### config.mk
export PLATFORM = sky130hd
export DESIGN_NAME = sdly_cal
export DESIGN_NICKNAME = d
export VERILOG_FILES = /design/src/rtl/sdly_cal_pkg.sv /design/src/rtl/sdly_cal_decode.sv /design/src/rtl/sdly_cal_timer.sv /design/src/rtl/sdly_cal.sv
export SDC_FILE = /design/constraint.sdc
export NUM_CORES = 1
export LEC_CHECK = 0
export ABC_AREA = 1
export BUFFER_PORTS_ARGS = -buffer_cell sky130_fd_sc_hd__buf_4
export CORE_MARGIN = 3
export CORE_UTILIZATION = 57
export CTS_BUF_LIST = sky130_fd_sc_hd__clkbuf_2
export DETAILED_ROUTE_END_ITERATION = 10
export PLACE_DENSITY = 0.85
export SLEW_MARGIN = 20
export SYNTH_ARGS = -nofsm -noshare
export SYNTH_HDL_FRONTEND = slang
export SYNTH_SLANG_ARGS = --single-unit
export TNS_END_PERCENT = 5
### constraint.sdc
create_clock -name clk -period 2.7 [get_ports clk]
set_input_delay 0.27 -clock clk [delete_from_list [all_inputs] [get_ports clk]]
set_output_delay 0.27 -clock clk [all_outputs]
set_load 0.02 [all_outputs]
### src/rtl/sdly_cal_pkg.sv
package sdly_cal_pkg;

    localparam int unsigned NUM_CODES = 4;
    localparam int unsigned CODE_W    = $clog2(NUM_CODES);

    typedef logic [CODE_W-1:0]    code_t;
    typedef logic [NUM_CODES-1:0] pass_mask_t;

    typedef enum logic [1:0] {
        ST_IDLE,
        ST_SETTLE,
        ST_REQ,
        ST_DECIDE
    } cal_state_e;

    localparam code_t LAST_CODE = code_t'(NUM_CODES - 1);

endpackage

### src/rtl/sdly_cal_decode.sv
module sdly_cal_decode
    import sdly_cal_pkg::*;
(
    input  logic       clk,
    input  logic       rst_n,
    input  pass_mask_t mask_i,
    output logic       ok_o,
    output code_t      code_o
);

    always_comb begin
        ok_o   = 1'b1;
        code_o = '0;
        unique case (mask_i)
            // single pass
            4'b0001: code_o = 2'd0;
            4'b0010: code_o = 2'd1;
            4'b0100: code_o = 2'd2;
            4'b1000: code_o = 2'd3;
            // adjacent pair: edge of range, else lower
            4'b0011: code_o = 2'd0;
            4'b0110: code_o = 2'd1;
            4'b1100: code_o = 2'd3;
            // three in a row: middle
            4'b0111: code_o = 2'd1;
            4'b1110: code_o = 2'd2;
            // all four: lower middle
            4'b1111: code_o = 2'd1;
            default: begin
                ok_o   = 1'b0;
                code_o = '0;
            end
        endcase
    end


    picked_code_passed_chk: assert property (@(posedge clk) disable iff (!rst_n)
        ok_o |-> mask_i[code_o]);


    empty_mask_fails_chk: assert property (@(posedge clk) disable iff (!rst_n)
        (mask_i == '0) |-> !ok_o);

endmodule

### src/rtl/sdly_cal_timer.sv
module sdly_cal_timer #(
    parameter int unsigned SETTLE_CYC = 2
) (
    input  logic clk,
    input  logic rst_n,
    input  logic load_i,
    output logic zero_o
);

    localparam int unsigned CNT_W = $clog2(SETTLE_CYC + 2);

    logic [CNT_W-1:0] cnt_q;

    always_ff @(posedge clk or negedge rst_n) begin
        if (!rst_n) begin
            cnt_q <= '0;
        end else if (load_i) begin
            cnt_q <= CNT_W'(SETTLE_CYC);
        end else if (cnt_q != '0) begin
            cnt_q <= cnt_q - 1'b1;
        end
    end

    assign zero_o = (cnt_q == '0);

endmodule

### src/rtl/sdly_cal.sv
module sdly_cal
    import sdly_cal_pkg::*;
#(
    parameter logic [15:0] PATTERN    = 16'h5AA5,
    parameter int unsigned SETTLE_CYC = 2
) (
    input  logic        clk,
    input  logic        rst_n,
    input  logic        start_i,
    output logic [1:0]  dly_code_o,
    output logic        rt_req_o,
    input  logic        rt_done_i,
    input  logic [15:0] rt_data_i,
    output logic        done_o,
    output logic        err_o,
    output logic [1:0]  sel_code_o
);

    cal_state_e state_q, state_d;
    code_t      dly_q, sel_q;
    pass_mask_t mask_q;
    logic       done_q, err_q;
    logic       tmr_load, tmr_zero;
    logic       dec_ok;
    code_t      dec_code;
    logic       match;

    assign match = (rt_data_i == PATTERN);

    sdly_cal_timer #(.SETTLE_CYC(SETTLE_CYC)) u_timer (
        .clk    (clk),
        .rst_n  (rst_n),
        .load_i (tmr_load),
        .zero_o (tmr_zero)
    );

    sdly_cal_decode u_decode (
        .clk    (clk),
        .rst_n  (rst_n),
        .mask_i (mask_q),
        .ok_o   (dec_ok),
        .code_o (dec_code)
    );

    // state register
    always_ff @(posedge clk or negedge rst_n) begin
        if (!rst_n) begin
            state_q <= ST_IDLE;
        end else begin
            state_q <= state_d;
        end
    end

    // next state
    always_comb begin
        state_d  = state_q;
        tmr_load = 1'b0;
        unique case (state_q)
            ST_IDLE: begin
                if (start_i) begin
                    state_d  = ST_SETTLE;
                    tmr_load = 1'b1;
                end
            end
            ST_SETTLE: begin
                if (tmr_zero) begin
                    state_d = ST_REQ;
                end
            end
            ST_REQ: begin
                if (rt_done_i) begin
                    if (dly_q == LAST_CODE) begin
                        state_d = ST_DECIDE;
                    end else begin
                        state_d  = ST_SETTLE;
                        tmr_load = 1'b1;
                    end
                end
            end
            ST_DECIDE: begin
                state_d = ST_IDLE;
            end
            default: state_d = ST_IDLE;
        endcase
    end

    // registered outputs
    always_ff @(posedge clk or negedge rst_n) begin
        if (!rst_n) begin
            dly_q  <= '0;
            sel_q  <= '0;
            mask_q <= '0;
            done_q <= 1'b0;
            err_q  <= 1'b0;
        end else begin
            done_q <= 1'b0;
            unique case (state_q)
                ST_IDLE: begin
                    if (start_i) begin
                        dly_q  <= '0;
                        mask_q <= '0;
                        err_q  <= 1'b0;
                    end
                end
                ST_REQ: begin
                    if (rt_done_i) begin
                        mask_q[dly_q] <= match;
                        if (dly_q != LAST_CODE) begin
                            dly_q <= dly_q + 1'b1;
                        end
                    end
                end
                ST_DECIDE: begin
                    done_q <= 1'b1;
                    err_q  <= !dec_ok;
                    sel_q  <= dec_ok ? dec_code : code_t'(0);
                    dly_q  <= dec_ok ? dec_code : code_t'(0);
                end
                default: ;
            endcase
        end
    end

    assign dly_code_o = dly_q;
    assign sel_code_o = sel_q;
    assign done_o     = done_q;
    assign err_o      = err_q;
    assign rt_req_o   = (state_q == ST_REQ);


    req_held_chk: assert property (@(posedge clk) disable iff (!rst_n)
        (rt_req_o && !rt_done_i) |=> rt_req_o);


    code_steps_up_chk: assert property (@(posedge clk) disable iff (!rst_n)
        (rt_req_o && rt_done_i && dly_code_o != LAST_CODE)
            |=> (dly_code_o == $past(dly_code_o) + 2'd1));


    done_single_chk: assert property (@(posedge clk) disable iff (!rst_n)
        done_o |=> !done_o);


    err_with_done_chk: assert property (@(posedge clk) disable iff (!rst_n)
        $rose(err_o) |-> done_o);


    err_dly_zero_chk: assert property (@(posedge clk) disable iff (!rst_n)
        err_o |-> (dly_code_o == 2'd0 && sel_code_o == 2'd0));


    idle_hold_chk: assert property (@(posedge clk) disable iff (!rst_n)
        (state_q == ST_IDLE && !start_i) |=> $stable(dly_code_o));

endmodule

Word-level counts from Yosys, hierarchy flattened. Cells that the tools add are included.

Register bits after elaboration: 14. Latch bits: 0. Memory bits (writable): 0. Memory bits (read-only): 0. Memories kept: 0.

Add/subtract/negate cells: 2. Multipliers: 0. Divide/modulo/power cells: 0. Order comparisons: 2. Eq/ne operators: 20. Shifts and indexed selects: 0. Mux-type cells: 27. Bitwise operators: 0. Reductions and logical operators: 17.

Operator list (number): $mux 2 (10); $eq 16x15->1 const B (1); $eq 4x4->1 const B (4); $eq 4x3->1 const B (3); $pmux 2 s3 (2); $reduce_or 10->1 (1); $eq 4x2->1 const B (2); $mux 4 (2); $pmux 2 s4 (1); $pmux 4 s2 (1); $reduce_bool 2->1 (4); $mux 1 (7); $eq 2x2->1 const B (3); $ne 2x2->1 const B (3); $reduce_and 3->1 (2); $bwmux 4 (1); $eq 4x1->1 const B (1); $logic_not 2->1 (2); $ne 2x1->1 const B (2); $pmux 1 s2 (2); $reduce_and 4->1 (1); $reduce_or 2->1 (2); $reduce_or 4->1 (1); $lt 2x3->1 const B (1); 9 further kinds (9).

Depth between registers and ports, before layout. Gate-level depths: netlist of the first run.

Depth after elaboration: 7. Mapped depth: 7.

Modules after synthesis. A second synthesis of the first run with hierarchy kept.

Cell total of the unflattened synthesis: 137. Area, all modules: 955.9 µm².

Modules (own cells, without submodules): sdly_cal (times used 1, cells an instance 107, area an instance 780.7 µm², seq. area each 300.3 µm²); sdly_cal_timer (times used 1, cells an instance 14, area an instance 107.6 µm², seq. area each 50.0 µm²); sdly_cal_decode (times used 1, cells an instance 16, area an instance 67.6 µm², seq. area each 0.0 µm²).

Worst setup path after synthesis of the first run. OpenSTA, ideal clock, no wires.

Kind: reg-to-reg. From: register dly_q[0] (netlist: dly_code_o[0]). To: register dly_q[1] (netlist: dly_code_o[1]). Library setup time: 0.122 ns. Arrival time: 1.104 ns. Data required time: 2.578 ns. Path slack: 1.474 ns. Stages on the path, launching flop included: 7. Path buffers: 0. Path through: dfrtp_1 inv_1 ha_1 nand2_1 nand3_1 nand2_1 o21ai_1.

Word-level cells in the longest chain between the ends: 4. Elaborated cells on any way between the ends: 7.

Ends and longest elaborated chain: from (decl) (RTL line sdly_cal.sv:20) `code_t dly_q, sel_q;`; from (signal assigned) (RTL line sdly_cal.sv:109) `dly_q <= dly_q + 1'b1;`; from (signal assigned) (RTL line sdly_cal.sv:117) `dly_q <= dec_ok ? dec_code : code_t'(0);`; $add 2x1->2 (RTL line sdly_cal.sv:109); $mux 2 (RTL line sdly_cal.sv:108) `if (dly_q != LAST_CODE) begin`; $mux 2 (RTL line sdly_cal.sv:106) `if (rt_done_i) begin`; $pmux 2 s3 (RTL line sdly_cal.sv:97) `unique case (state_q)`.

Parallel ways exist; a longest one is shown, timed or not. The select of a mux whose other input is x is not followed. A chain may end at the register's enable or synchronous reset.

Worst setup path in the final report of the first run.
From: register state_q[0]. To: output port rt_req_o.

Word-level cells in the longest chain between the ends: 1.

Ends and longest elaborated chain: from (decl) (RTL line sdly_cal.sv:19) `cal_state_e state_q, state_d;`; from (signal assigned) (RTL line sdly_cal.sv:50) `state_q <= state_d;`; $eq 2x2->1 (RTL line sdly_cal.sv:128) `assign rt_req_o = (state_q == ST_REQ);`; to (decl) (RTL line sdly_cal.sv:11) `output logic rt_req_o,`.

No other way between the ends.

==> results of run 1 <==
## state kept, by name, summed over array words and instances (netlist names)
name and cells:
sel_code_o 2, done_o 1, dly_code_o 2, state_q 2, err_o 1, mask_q 4
u_timer.cnt_q 2
## power groups by stage
stage	Combinational, mW	Sequential [mW]	Clock, mW
after detailed placement	0.548	0.374	0
after floorplan	0.347	0.402	0
after global routing	0.623	0.385	0.117
after global placement	0.527	0.371	0
after CTS	0.552	0.371	0.102
final	0.554	0.374	0.106
## per-layer routing
layer  global-route usage (%)  share of wire (%)  routed length, um
met5                        0                  0                  0
met4                     9.09                2.3                 50
met3                     5.08                8.2                180
met2                     40.7                 50               1090
met1                     27.7                 40                873
## Yosys cell counts
cell	count
sky130_fd_sc_hd__nand4_1	6
sky130_fd_sc_hd__inv_2	2
sky130_fd_sc_hd__nor2_4	1
sky130_fd_sc_hd__a21oi_1	2
sky130_fd_sc_hd__nor2_1	16
sky130_fd_sc_hd__and3_1	1
sky130_fd_sc_hd__o2111ai_1	1
sky130_fd_sc_hd__nor2_2	2
sky130_fd_sc_hd__nand2_4	3
sky130_fd_sc_hd__nand2_1	42
sky130_fd_sc_hd__ha_1	5
sky130_fd_sc_hd__nand2_2	3
sky130_fd_sc_hd__o211ai_1	1
sky130_fd_sc_hd__nand3_1	12
sky130_fd_sc_hd__inv_1	20
sky130_fd_sc_hd__o21ai_0	2
sky130_fd_sc_hd__dfrtp_1	14
sky130_fd_sc_hd__o21ai_1	1
## area by class of cell
| class | instances | area share [%] |
|---|---|---|
| Clock buffer | 3 | 1.28 |
| Clock inverter | 1 | 0.319 |
| Inverter | 22 | 7.01 |
| Multi-Input combinational cell | 98 | 42.6 |
| Sequential cell | 14 | 29.8 |
| Tap cell | 15 | 1.59 |
| Timing Repair Buffer | 27 | 17.4 |
## logic make-up (layout without fill, tap and decap cells)
family | after synthesis | after routing | synth area share (%)
compound gates | 7 | 7 | 4.42
simple gates | 86 | 86 | 42.6
fa+ha+maj | 5 | 5 | 6.69
buf+inv | 22 | 53 | 8.84
flops | 14 | 14 | 37.5
## worst max-delay path by stage
| stage | startpoint | endpoint | slack, ns | cells past startpoint |
|---|---|---|---|---|
| after global placement | state_q[0] | err_o | 1.50 | 5 |
| after floorplan | dly_code_o[0] | dly_code_o[1] | 1.47 | 6 |
| after global routing | state_q[0] | rt_req_o | 1.12 | 2 |
| final | state_q[0] | rt_req_o | 1.19 | 2 |
| after CTS | state_q[0] | rt_req_o | 1.21 | 2 |
| after detailed placement | state_q[0] | mask_q[0] | 1.45 | 5 |
## critical path: stages, from the launching register on
cell and delay [ns]:
sky130_fd_sc_hd__dfrtp_1 0.51, sky130_fd_sc_hd__nor2_4 0.25, sky130_fd_sc_hd__buf_4 0.18
## metrics by stage
step           cell area (um^2)  hold WS [ns]  worst slack (ns)  cells
2_1_floorplan               935       -0.0256              1.47    134
3_3_place_gp               1150         0.126              1.50    175
3_5_place_dp               1150         0.127              1.45    175
4_1_cts                    1180         0.293              1.21    180
5_1_grt                    1180         0.286              1.12    180
6_report                   1180         0.283              1.19    180
## timing repair
item,in CTS,in global routing
hold buffers,1,0
setup endpoints to repair,0,0
endpoints found under the hold margin,14,0
==> implementation parameters, run 1 <==
Parameter                              Value

Outcome
  Run status ... complete, no violations

STA
  Final Hold Viols ... 0
  Share of the clock period used by the worst path after layout ... 55.8%
  Clock period minus final worst setup slack ... 1.51 ns
  Setup repair after global routing missed its margin ... no
  Final count of negative-setup-slack endpoints ... 0
  Maximum clock frequency ... about 0.66 GHz
  Worst clock skew ... 0.00488 ns
  Worst rel slew slack ... 76.6%
  Sum of negative setup slack ... 0 ns
  Number of max-slew violations in the final report ... 0
  Transition time at the pin with the least slew margin ... ~0.35 ns

Clocking
  Deepest clock path buffer count ... 2
  Number of clock sinks ... 14
  # H-tree levels ... 1
  Root Driver ... sky130_fd_sc_hd__clkbuf_2
  Number of buffers inserted to repair setup after CTS ... 0
  CTS tree ... done
  Number of buffers created by CTS ... 3
  Resized Gates After CTS ... 0
  Clk slew on worst S/H paths ... ~0.15 ns
  Insertion delay of the later-clocked pin in the worst-skew pair ... 0.29 ns

Layout
  Fraction of layout cells with a size suffix above 1 ... 24.2%
  Final Net Count ... 191
  Total of fill cells in the finished design ... 92
  Sequential Area ... 350 um^2
  Leading cell types in the layout, fill and taps excluded ... sky130_fd_sc_hd__nand2_1 (42), sky130_fd_sc_hd__buf_4 (26), sky130_fd_sc_hd__inv_1 (20)
  Combined area of the multi-input logic cells ... 502 um^2
  Post-synthesis to final-layout area growth ... 26.0%
  Post-layout util ... a little over four fifths
  Ant diodes ... 0
  Most common cell after layout, fill and taps aside ... sky130_fd_sc_hd__nand2_1

Floorplan
  Die Outline Area ... 2160 um^2
  Initial Utilization ... 66.0%
  Placeable core area ... 1420 um^2
  Die width ... 46.5 um
  Die extent in y ... roughly 46 um
  Number of I/O pins ... 27
  Row count ... 13

Worst setup path
  Required time at the endpoint of the critical path ... 2.43 ns
  Classification of the worst setup path ... flop to output port
  Kind of start point of the critical path ... flop
  Max Fanout on Critical Path ... 7
  Origin of the critical flop-to-flop path ... state_q[0]
  Setup slack of the worst register-to-register path ... ~1.4 ns
  R2r endpoint ... mask_q[1]
  Number of cells traversed by the worst register-to-register path ... 5
  Critical Path End Type ... output port
  Worst Path Arrival ... 1.24 ns

Yosys
  Syn Inst Count ... 134
  YS warnings ... 0
  Share of the yosys chip area belonging to registers ... 37.5%
  FF+latch count, synth ... 14
  Yosys cell types ... 18
  Net count after synthesis ... 159
  Largest area contributor in the synthesized netlist ... sky130_fd_sc_hd__dfrtp_1
  Area of the mapped netlist ... 935 um^2
  Avg Synthesized Cell Area ... roughly 7 um^2
  Area share of the largest cell type after synthesis ... 37.5%
  Cell types with the largest area share after synthesis ... sky130_fd_sc_hd__dfrtp_1 (37%), sky130_fd_sc_hd__nand2_1 (17%), sky130_fd_sc_hd__inv_1 (8.0%)

Power
  Switching component of the power ... a little under 500 uW
  Part of the total power dissipated in sequential elements ... 36.2%
  Largest voltage drop on the vdd net ... 0.611 mV
  Internal power ... between 500 and 600 uW
  Sum of internal, switching and leakage power ... between 1 and 1.5 mW
  Comb power frac ... 53.6%
  Relative contribution of the clock network to total power ... 10.3%
  Power density relative to cell area ... 878 nW/um^2
  Reported leakage power ... just under 0.7 nW
  Switching power as a share of total power ... 47.8%

Hold path
  HP Start ... rt_done_i
  Number of instances on the worst hold path ... 4
  Class of the most critical hold timing path ... input pin to flop
  Worst hold path endpoint ... state_q[1]

Global route
  Number of global-route vias before repair ... between 900 and 1000
  Total gr overflow ... 0
  Initial antenna violation count ... 0
  Pin count of the biggest net entering global routing ... 15
  All-layer global routing usage ... 23.4%
  Wire length of the first global-routing pass ... between 3000 and 4000 um

Routing
  Detailed-route vias per instance ... 5.49
  DRC viols ... 0
  Number of DRC violations after detailed-routing iteration 0 ... 46
  Length of the first detailed-routing pass in iterations ... 5
  Total wire length after detailed routing ... 2190 um
  Via Count ... 989
  Drt wl/cell ... 12.2 um
  Antenna-violating nets left ... 0

Placement
  Weighted congestion at the end of routability-driven global placement ... roughly 0.94
  Hpwl dp ... 1780 um
  Buffers added on ports ... 26

Flow run
  Max cap viols ... 0
Note: power is estimated with default switching activity, not from simulation.
==> run 2: changes to the inputs <==
--- a/config.mk
+++ b/config.mk
@@ -8,10 +8,10 @@
 export ABC_AREA = 1
 export BUFFER_PORTS_ARGS = -buffer_cell sky130_fd_sc_hd__buf_4
 export CORE_MARGIN = 3
-export CORE_UTILIZATION = 57
+export CORE_UTILIZATION = 48
 export CTS_BUF_LIST = sky130_fd_sc_hd__clkbuf_2
 export DETAILED_ROUTE_END_ITERATION = 10
-export PLACE_DENSITY = 0.85
+export PLACE_DENSITY = 0.76
 export SLEW_MARGIN = 20
 export SYNTH_ARGS = -nofsm -noshare
 export SYNTH_HDL_FRONTEND = slang
==> constraint.sdc (replaced) <==
create_clock -name clk -period 1.3 [get_ports clk]
set_input_delay 0.13 -clock clk [delete_from_list [all_inputs] [get_ports clk]]
set_output_delay 0.13 -clock clk [all_outputs]
set_load 0.02 [all_outputs]
==> run 2 against run 1 <==
  * Non-clock buffer count up 3
  * Die area rose by 16%
  * Clock power grew 110%
  * Critical endpoint unchanged
  * Clock skew is 0.0024 ns higher
  * Hold slack lost 0.15 ns
  * Largest power group unchanged
  * Critical path depth unchanged
  * Largest cell class unchanged
==> implementation parameters, run 2 (same netlist as run 1, synthesis figures left out) <==
Parameter                              Value

Outcome
  Run status ... complete, no violations (unchanged)

Power
  Power density relative to cell area ... 1830 nW/um^2 (was 878 nW/um^2)
  Sum of internal, switching and leakage power ... 2.26 mW (was 1.03 mW)
  Reported leakage power ... 0.703 nW (was 0.686 nW)
  Largest voltage drop on the vdd net ... 1.01 mV (was 0.611 mV)

Placement
  Instance count after placement with tap cells included ... 185 (was 175)
  Weighted congestion at the end of routability-driven global placement ... 0.844 (was 0.944)
  Hpwl dp ... 1700 um (was 1780 um)
  Placed Instance Area ... 1160 um^2 (was 1150 um^2)
  Post-Place Setup Slack ... 0.0694 ns (was 1.45 ns)
  Buffers added on ports ... 26 (unchanged)

Layout
  Ant diodes ... 0 (unchanged)
  Post-synthesis to final-layout area growth ... 32.5% (was 26.0%)
  Final Net Count ... 194 (was 191)
  Register bank with the most flops ... mask_q (unchanged)
  Largest register FFs ... 4 (unchanged)
  Final design instance area without fill ... 1240 um^2 (was 1180 um^2)
  Total of fill cells in the finished design ... 156 (was 92)
  Most common cell after layout, fill and taps aside ... sky130_fd_sc_hd__nand2_1 (unchanged)
  Leading cell types in the layout, fill and taps excluded ... sky130_fd_sc_hd__nand2_1 (41), sky130_fd_sc_hd__buf_4 (28), sky130_fd_sc_hd__inv_1 (19) (was sky130_fd_sc_hd__nand2_1 (42), sky130_fd_sc_hd__buf_4 (26), sky130_fd_sc_hd__inv_1 (20))
  Post-layout util ... 69.5% (was 83.2%)
  Fraction of layout cells with a size suffix above 1 ... 28.6% (was 24.2%)
  Final cell count without fillers ... 193 (was 180)

STA
  Worst Slack Setup Final ... 0.0273 ns (was 1.19 ns)
  Final count of negative-setup-slack endpoints ... 0 (unchanged)
  Number of max-slew violations in the final report ... 0 (unchanged)
  Share of the clock period used by the worst path after layout ... 97.9%
  Maximum clock frequency ... 0.786 GHz
  Setup repair after global routing missed its margin ... yes (was no)
  Clock period minus final worst setup slack ... 1.27 ns
  Worst rel slew slack ... 85.2% (was 76.6%)
  Transition time at the pin with the least slew margin ... 0.222 ns (was 0.350 ns)
  Sum of negative setup slack ... 0 ns (unchanged)
  Worst clock skew ... 0.00725 ns (was 0.00488 ns)
  Final Hold Viols ... 0 (unchanged)
  Worst-case hold slack ... 0.134 ns (was 0.283 ns)

Worst setup path
  Worst Path Arrival ... 1.14 ns (was 1.24 ns)
  Classification of the worst setup path ... flop to output port (unchanged)
  Origin of the critical flop-to-flop path ... state_q[0] (unchanged)
  Max Fanout on Critical Path ... 7 (unchanged)
  Required time at the endpoint of the critical path ... 1.17 ns (was 2.43 ns)
  Critical Path End Type ... output port (unchanged)
  Number of cells traversed by the worst register-to-register path ... 7 (was 5)
  Setup crit start ... state_q[0] (unchanged)
  Kind of start point of the critical path ... flop (unchanged)

Global route
  Pin count of the biggest net entering global routing ... 15 (unchanged)
  Number of global-route vias before repair ... 974 (was 929)
  Initial antenna violation count ... 0 (unchanged)
  GR Util met3 ... 3.02% (was 5.08%)
  Met1 routing resource usage after global routing ... 18.3% (was 27.7%)
  M2 GR Usage ... 37.0% (was 40.7%)
  Total gr overflow ... 0 (unchanged)
  Wire length of the first global-routing pass ... 3680 um (was 3660 um)
  All-layer global routing usage ... 19.5% (was 23.4%)
  Most congested layer reported by global routing ... met2 (unchanged)

Routing
  DRC viols ... 0 (unchanged)
  Antenna-violating nets left ... 0 (unchanged)
  Number of DRC violations after detailed-routing iteration 0 ... 20 (was 46)
  Length of the first detailed-routing pass in iterations ... 5 (unchanged)
  Detailed-route vias per instance ... 5.06 (was 5.49)
  Total wire length after detailed routing ... 2190 um (unchanged)
  Via Count ... 976 (was 989)
  Drt wl/cell ... 11.4 um (was 12.2 um)

Floorplan
  Die Outline Area ... 2510 um^2 (was 2160 um^2)
  Row count ... 15 (was 13)
  Die width ... 50.1 um (was 46.5 um)
  Placeable core area ... 1780 um^2 (was 1420 um^2)
  Die extent in y ... 50.1 um (was 46.5 um)
  Initial Utilization ... 52.4% (was 66.0%)
  Number of I/O pins ... 27 (unchanged)

Clocking
  Clk slew on worst S/H paths ... 0.13 ns (was 0.15 ns)
  Number of buffers created by CTS ... 3 (unchanged)
  Number of clock sinks ... 14 (unchanged)
  Root Driver ... sky130_fd_sc_hd__clkbuf_2 (unchanged)
  Insertion delay of the later-clocked pin in the worst-skew pair ... 0.30 ns (was 0.29 ns)
  CTS tree ... done (unchanged)
  # H-tree levels ... 1 (unchanged)
  Deepest clock path buffer count ... 2 (unchanged)

Hold path
  HP Start ... rt_done_i (unchanged)
  Class of the most critical hold timing path ... input pin to flop (unchanged)
  Number of instances on the worst hold path ... 3 (was 4)

Flow run
  Max cap viols ... 0 (unchanged)
==> run 2: report_power, final <==
| group | switching (mW) | internal, mW |
|---|---|---|
| clock network | 0.151 | 0.0668 |
| logic | 0.742 | 0.527 |
| registers | 0.157 | 0.616 |
| total | 1.05 | 1.21 |
==> run 2: worst paths after layout <==
| check | endpoint | slack [ns] |
|---|---|---|
| max in group asynchronous | dly_code_o[0] | 0.91 |
| min | u_timer.cnt_q[1] | 0.13 |
| max | rt_req_o | 0.03 |
| min in group asynchronous | state_q[1] | 0.20 |
| max reg2reg | dly_code_o[0] | 0.08 |
| min reg2reg | sel_code_o[0] | 0.51 |
==> run 2: critical path, cell delays in order (launching register included) <==
cell	delay, ns
sky130_fd_sc_hd__dfrtp_2	0.51
sky130_fd_sc_hd__nor2_4	0.18
sky130_fd_sc_hd__buf_4	0.17
==> run 2: layer usage <==
layer,wire (um),part of all wire [%]
met5,0,0
met4,54,2.5
met3,148,6.8
met2,1170,54
met1,815,37
==> run 2: final cells by class <==
class	instances	area (um^2)	area share, %
Clock buffer	3	15.0	1.21
Clock inverter	1	3.75	0.303
Inverter	22	82.6	6.67
Sequential cell	14	353	28.5
Tap cell	25	31.3	2.53
Timing Repair Buffer	30	240	19.4
Multi-Input combinational cell	98	513	41.4
==> run 2: what timing repair did <==
item,4_1_cts,5_1_grt
setup endpoints to repair,1,8
endpoints found under the hold margin,14,0
buffers inserted,3,0
hold buffers,1,0
pin swaps,1,0
resized for setup,0,6
==> run 3: changes to the inputs <==
--- a/config.mk
+++ b/config.mk
@@ -8,10 +8,10 @@
 export ABC_AREA = 1
 export BUFFER_PORTS_ARGS = -buffer_cell sky130_fd_sc_hd__buf_4
 export CORE_MARGIN = 3
-export CORE_UTILIZATION = 48
+export CORE_UTILIZATION = 53
 export CTS_BUF_LIST = sky130_fd_sc_hd__clkbuf_2
 export DETAILED_ROUTE_END_ITERATION = 10
-export PLACE_DENSITY = 0.76
+export PLACE_DENSITY = 0.79
 export SLEW_MARGIN = 20
 export SYNTH_ARGS = -nofsm -noshare
 export SYNTH_HDL_FRONTEND = slang
==> constraint.sdc (replaced) <==
create_clock -name clk -period 1.25 [get_ports clk]
set_input_delay 0.125 -clock clk [delete_from_list [all_inputs] [get_ports clk]]
set_output_delay 0.125 -clock clk [all_outputs]
set_load 0.02 [all_outputs]
==> run 3 against run 2 <==
  * Global-route usage rose by 3.8 points
  * Clock skew is essentially flat
  * Combinational power is 27% higher
  * Register-to-register slack worse by 0.08 ns
  * Critical path depth unchanged
  * Largest power group unchanged
  * Flip-flop and latch count unchanged
  * Final area up 6.2%
  * First-iteration DRC count increased by 150%
  * Sequential power rose by 5.9%
  * Hold slack improved by 0.0044 ns
  * Setup slack got worse by 0.030 ns
  * The flow now finishes with violations (negative setup slack)
  * Die area fell by 8.3%
==> implementation parameters, run 3 (same netlist as run 1, synthesis figures left out) <==
Parameter                              Value

Outcome
  Run status ... complete, but fails checks (was complete, no violations)
  Violations in the final reports ... negative setup slack

Worst setup path
  R2r endpoint ... dly_code_o[0] (unchanged)
  Required time at the endpoint of the critical path ... 1.12 ns (was 1.17 ns)
  Max Fanout on Critical Path ... 5 (was 7)
  Worst Path Arrival ... 1.13 ns (was 1.14 ns)
  Kind of start point of the critical path ... flop (unchanged)
  Setup slack of the worst register-to-register path ... -0.003 ns (was 0.08 ns)
  Origin of the critical flop-to-flop path ... dly_code_o[1] (was state_q[0])
  Number of cells traversed by the worst register-to-register path ... 6 (was 7)
  Critical Path End Type ... output port (unchanged)
  Classification of the worst setup path ... flop to output port (unchanged)

Global route
  Wire length of the first global-routing pass ... 3720 um (was 3680 um)
  Number of global-route vias before repair ... 963 (was 974)
  Pin count of the biggest net entering global routing ... 15 (unchanged)
  Total gr overflow ... 0 (unchanged)
  Initial antenna violation count ... 0 (unchanged)
  All-layer global routing usage ... 23.3% (was 19.5%)

STA
  Share of the clock period used by the worst path after layout ... 100%
  Maximum clock frequency ... 0.798 GHz
  Worst-case hold slack ... 0.138 ns (was 0.134 ns)
  Final count of negative-setup-slack endpoints ... 1 (was 0)
  Worst Slack Setup Final ... -0.00311 ns (was 0.0273 ns)
  Transition time at the pin with the least slew margin ... 0.210 ns (was 0.222 ns)
  Worst clock skew ... 0.00763 ns (was 0.00725 ns)
  Final Hold Viols ... 0 (unchanged)
  Sum of negative setup slack ... -0.00311 ns (was 0 ns)
  Worst rel slew slack ... 85.9% (was 85.2%)
  Setup repair after global routing missed its margin ... yes (unchanged)
  Clock period minus final worst setup slack ... between 1 and 1.5 ns
  Number of max-slew violations in the final report ... 0 (unchanged)

Routing
  Length of the first detailed-routing pass in iterations ... 4 (was 5)
  Antenna-violating nets left ... 0 (unchanged)
  Total wire length after detailed routing ... 2600 um (was 2190 um)
  Number of DRC violations after detailed-routing iteration 0 ... 49 (was 20)
  Detailed-route vias per instance ... 5.44 (was 5.06)
  DRC viols ... 0 (unchanged)
  Via Count ... 1029 (was 976)
  Drt wl/cell ... 13.8 um (was 11.4 um)

Floorplan
  Initial Utilization ... 59.3% (was 52.4%)
  Die Outline Area ... 2300 um^2 (was 2510 um^2)
  Die extent in y ... 48.0 um (was 50.1 um)
  Row count ... 14 (was 15)
  Die width ... 48.0 um (was 50.1 um)
  Placeable core area ... 1580 um^2 (was 1780 um^2)
  Number of I/O pins ... 27 (unchanged)

Hold path
  Worst hold path endpoint ... u_timer.cnt_q[0] (was u_timer.cnt_q[1])
  Class of the most critical hold timing path ... input pin to flop (unchanged)
  HP Start ... rt_done_i (unchanged)
  Number of instances on the worst hold path ... 4 (was 3)

Power
  Switching component of the power ... 1.26 mW (was 1.05 mW)
  Internal power ... 1.40 mW (was 1.21 mW)
  Comb power frac ... 60.7% (was 56.2%)
  Largest voltage drop on the vdd net ... 1.12 mV (was 1.01 mV)
  Relative contribution of the clock network to total power ... 8.5% (was 9.6%)
  Reported leakage power ... 0.737 nW (was 0.703 nW)
  Part of the total power dissipated in sequential elements ... 30.8% (was 34.2%)
  Power density relative to cell area ... 2020 nW/um^2 (was 1830 nW/um^2)
  Sum of internal, switching and leakage power ... 2.66 mW (was 2.26 mW)
  Switching power as a share of total power ... 47.3% (was 46.5%)

Placement
  Weighted congestion at the end of routability-driven global placement ... 0.842 (was 0.844)
  Hpwl dp ... 1790 um (was 1700 um)
  Instance count after placement with tap cells included ... 177 (was 185)
  Placed Instance Area ... 1160 um^2 (about the same)
  Post-Place Setup Slack ... 0.0212 ns (was 0.0694 ns)
  Buffers added on ports ... 26 (unchanged)

Clocking
  Deepest clock path buffer count ... 2 (unchanged)
  Root Driver ... sky130_fd_sc_hd__clkbuf_2 (unchanged)
  CTS tree ... done (unchanged)
  # H-tree levels ... 1 (unchanged)
  Insertion delay of the later-clocked pin in the worst-skew pair ... 0.28 ns (was 0.30 ns)
  Number of buffers created by CTS ... 3 (unchanged)
  Number of clock sinks ... 14 (unchanged)
  Clk slew on worst S/H paths ... 0.14 ns (was 0.13 ns)

Layout
  Post-synthesis to final-layout area growth ... 40.7% (was 32.5%)
  Register bank with the most flops ... mask_q (unchanged)
  Leading cell types in the layout, fill and taps excluded ... sky130_fd_sc_hd__nand2_1 (40), sky130_fd_sc_hd__buf_4 (31), sky130_fd_sc_hd__inv_1 (19) (was sky130_fd_sc_hd__nand2_1 (41), sky130_fd_sc_hd__buf_4 (28), sky130_fd_sc_hd__inv_1 (19))
  Final design instance area without fill ... 1320 um^2 (was 1240 um^2)
  Largest register FFs ... 4 (unchanged)
  Fraction of layout cells with a size suffix above 1 ... 35.3% (was 28.6%)
  Final Net Count ... 199 (was 194)
  Post-layout util ... 83.4% (was 69.5%)
  Most common cell after layout, fill and taps aside ... sky130_fd_sc_hd__nand2_1 (unchanged)
  Final cell count without fillers ... 189 (was 193)
  Ant diodes ... 0 (unchanged)

Flow run
  Max cap viols ... 0 (unchanged)
run 3: cell count changes in the layout (fill, tap and decap cells not counted), sizes merged:
cell / previous run / this run
buf: 29 / 34
run 3: power groups by stage:
stage	Combinational, mW	Sequential (mW)	Clock [mW]
final	1.61	0.820	0.225
after global routing	1.77	0.840	0.248
after CTS	1.26	0.795	0.224
after detailed placement	1.19	0.813	0
after global placement	1.15	0.799	0
after floorplan	0.750	0.867	0
run 3: routing by layer:
layer / track usage (%) / wire, um / up-vias
met2: 42.0 / 1340 / 57
met1: 23.8 / 999 / 464
met3: 6.02 / 204 / 7
met4: 13.4 / 62 / 0
met5: 0 / 0 / -
li1: - / - / 501
run 3: how the worst max path moves through the flow:
stage,start,end,slack [ns]
floorplan,dly_code_o[0],dly_code_o[1],0.02
global placement,state_q[0],dly_code_o[0],0.06
detailed placement,state_q[0],dly_code_o[1],0.02
CTS,state_q[1],dly_code_o[1],-0.003
global route,state_q[0],mask_q[2],-0.05
finish,state_q[0],rt_req_o,-0.003
run 3: layout make-up:
class                      count  area, um^2
sequential                    14         354
tap                           16        20.0
clock inverter                 1        3.75
timing repair buffer          35         285
inverter                      22        82.6
clock buffer                   3        15.0
fill                          98         262
multi-input combinational     98         554
run 3: worst max-delay path, stage by stage, from the launching register on:
cell,delay [ns]
sky130_fd_sc_hd__dfrtp_2,0.50
sky130_fd_sc_hd__nor2_4,0.20
sky130_fd_sc_hd__buf_6,0.15
run 3: repair_timing:
action / CTS / global route
hold buffers: 1 / 0
pin swaps: 1 / 6
cloned: 0 / 0
setup endpoints to repair: 2 / 8
resized for setup: 0 / 19
hold endpoints to repair: 14 / 0
setup buffers: 3 / 4
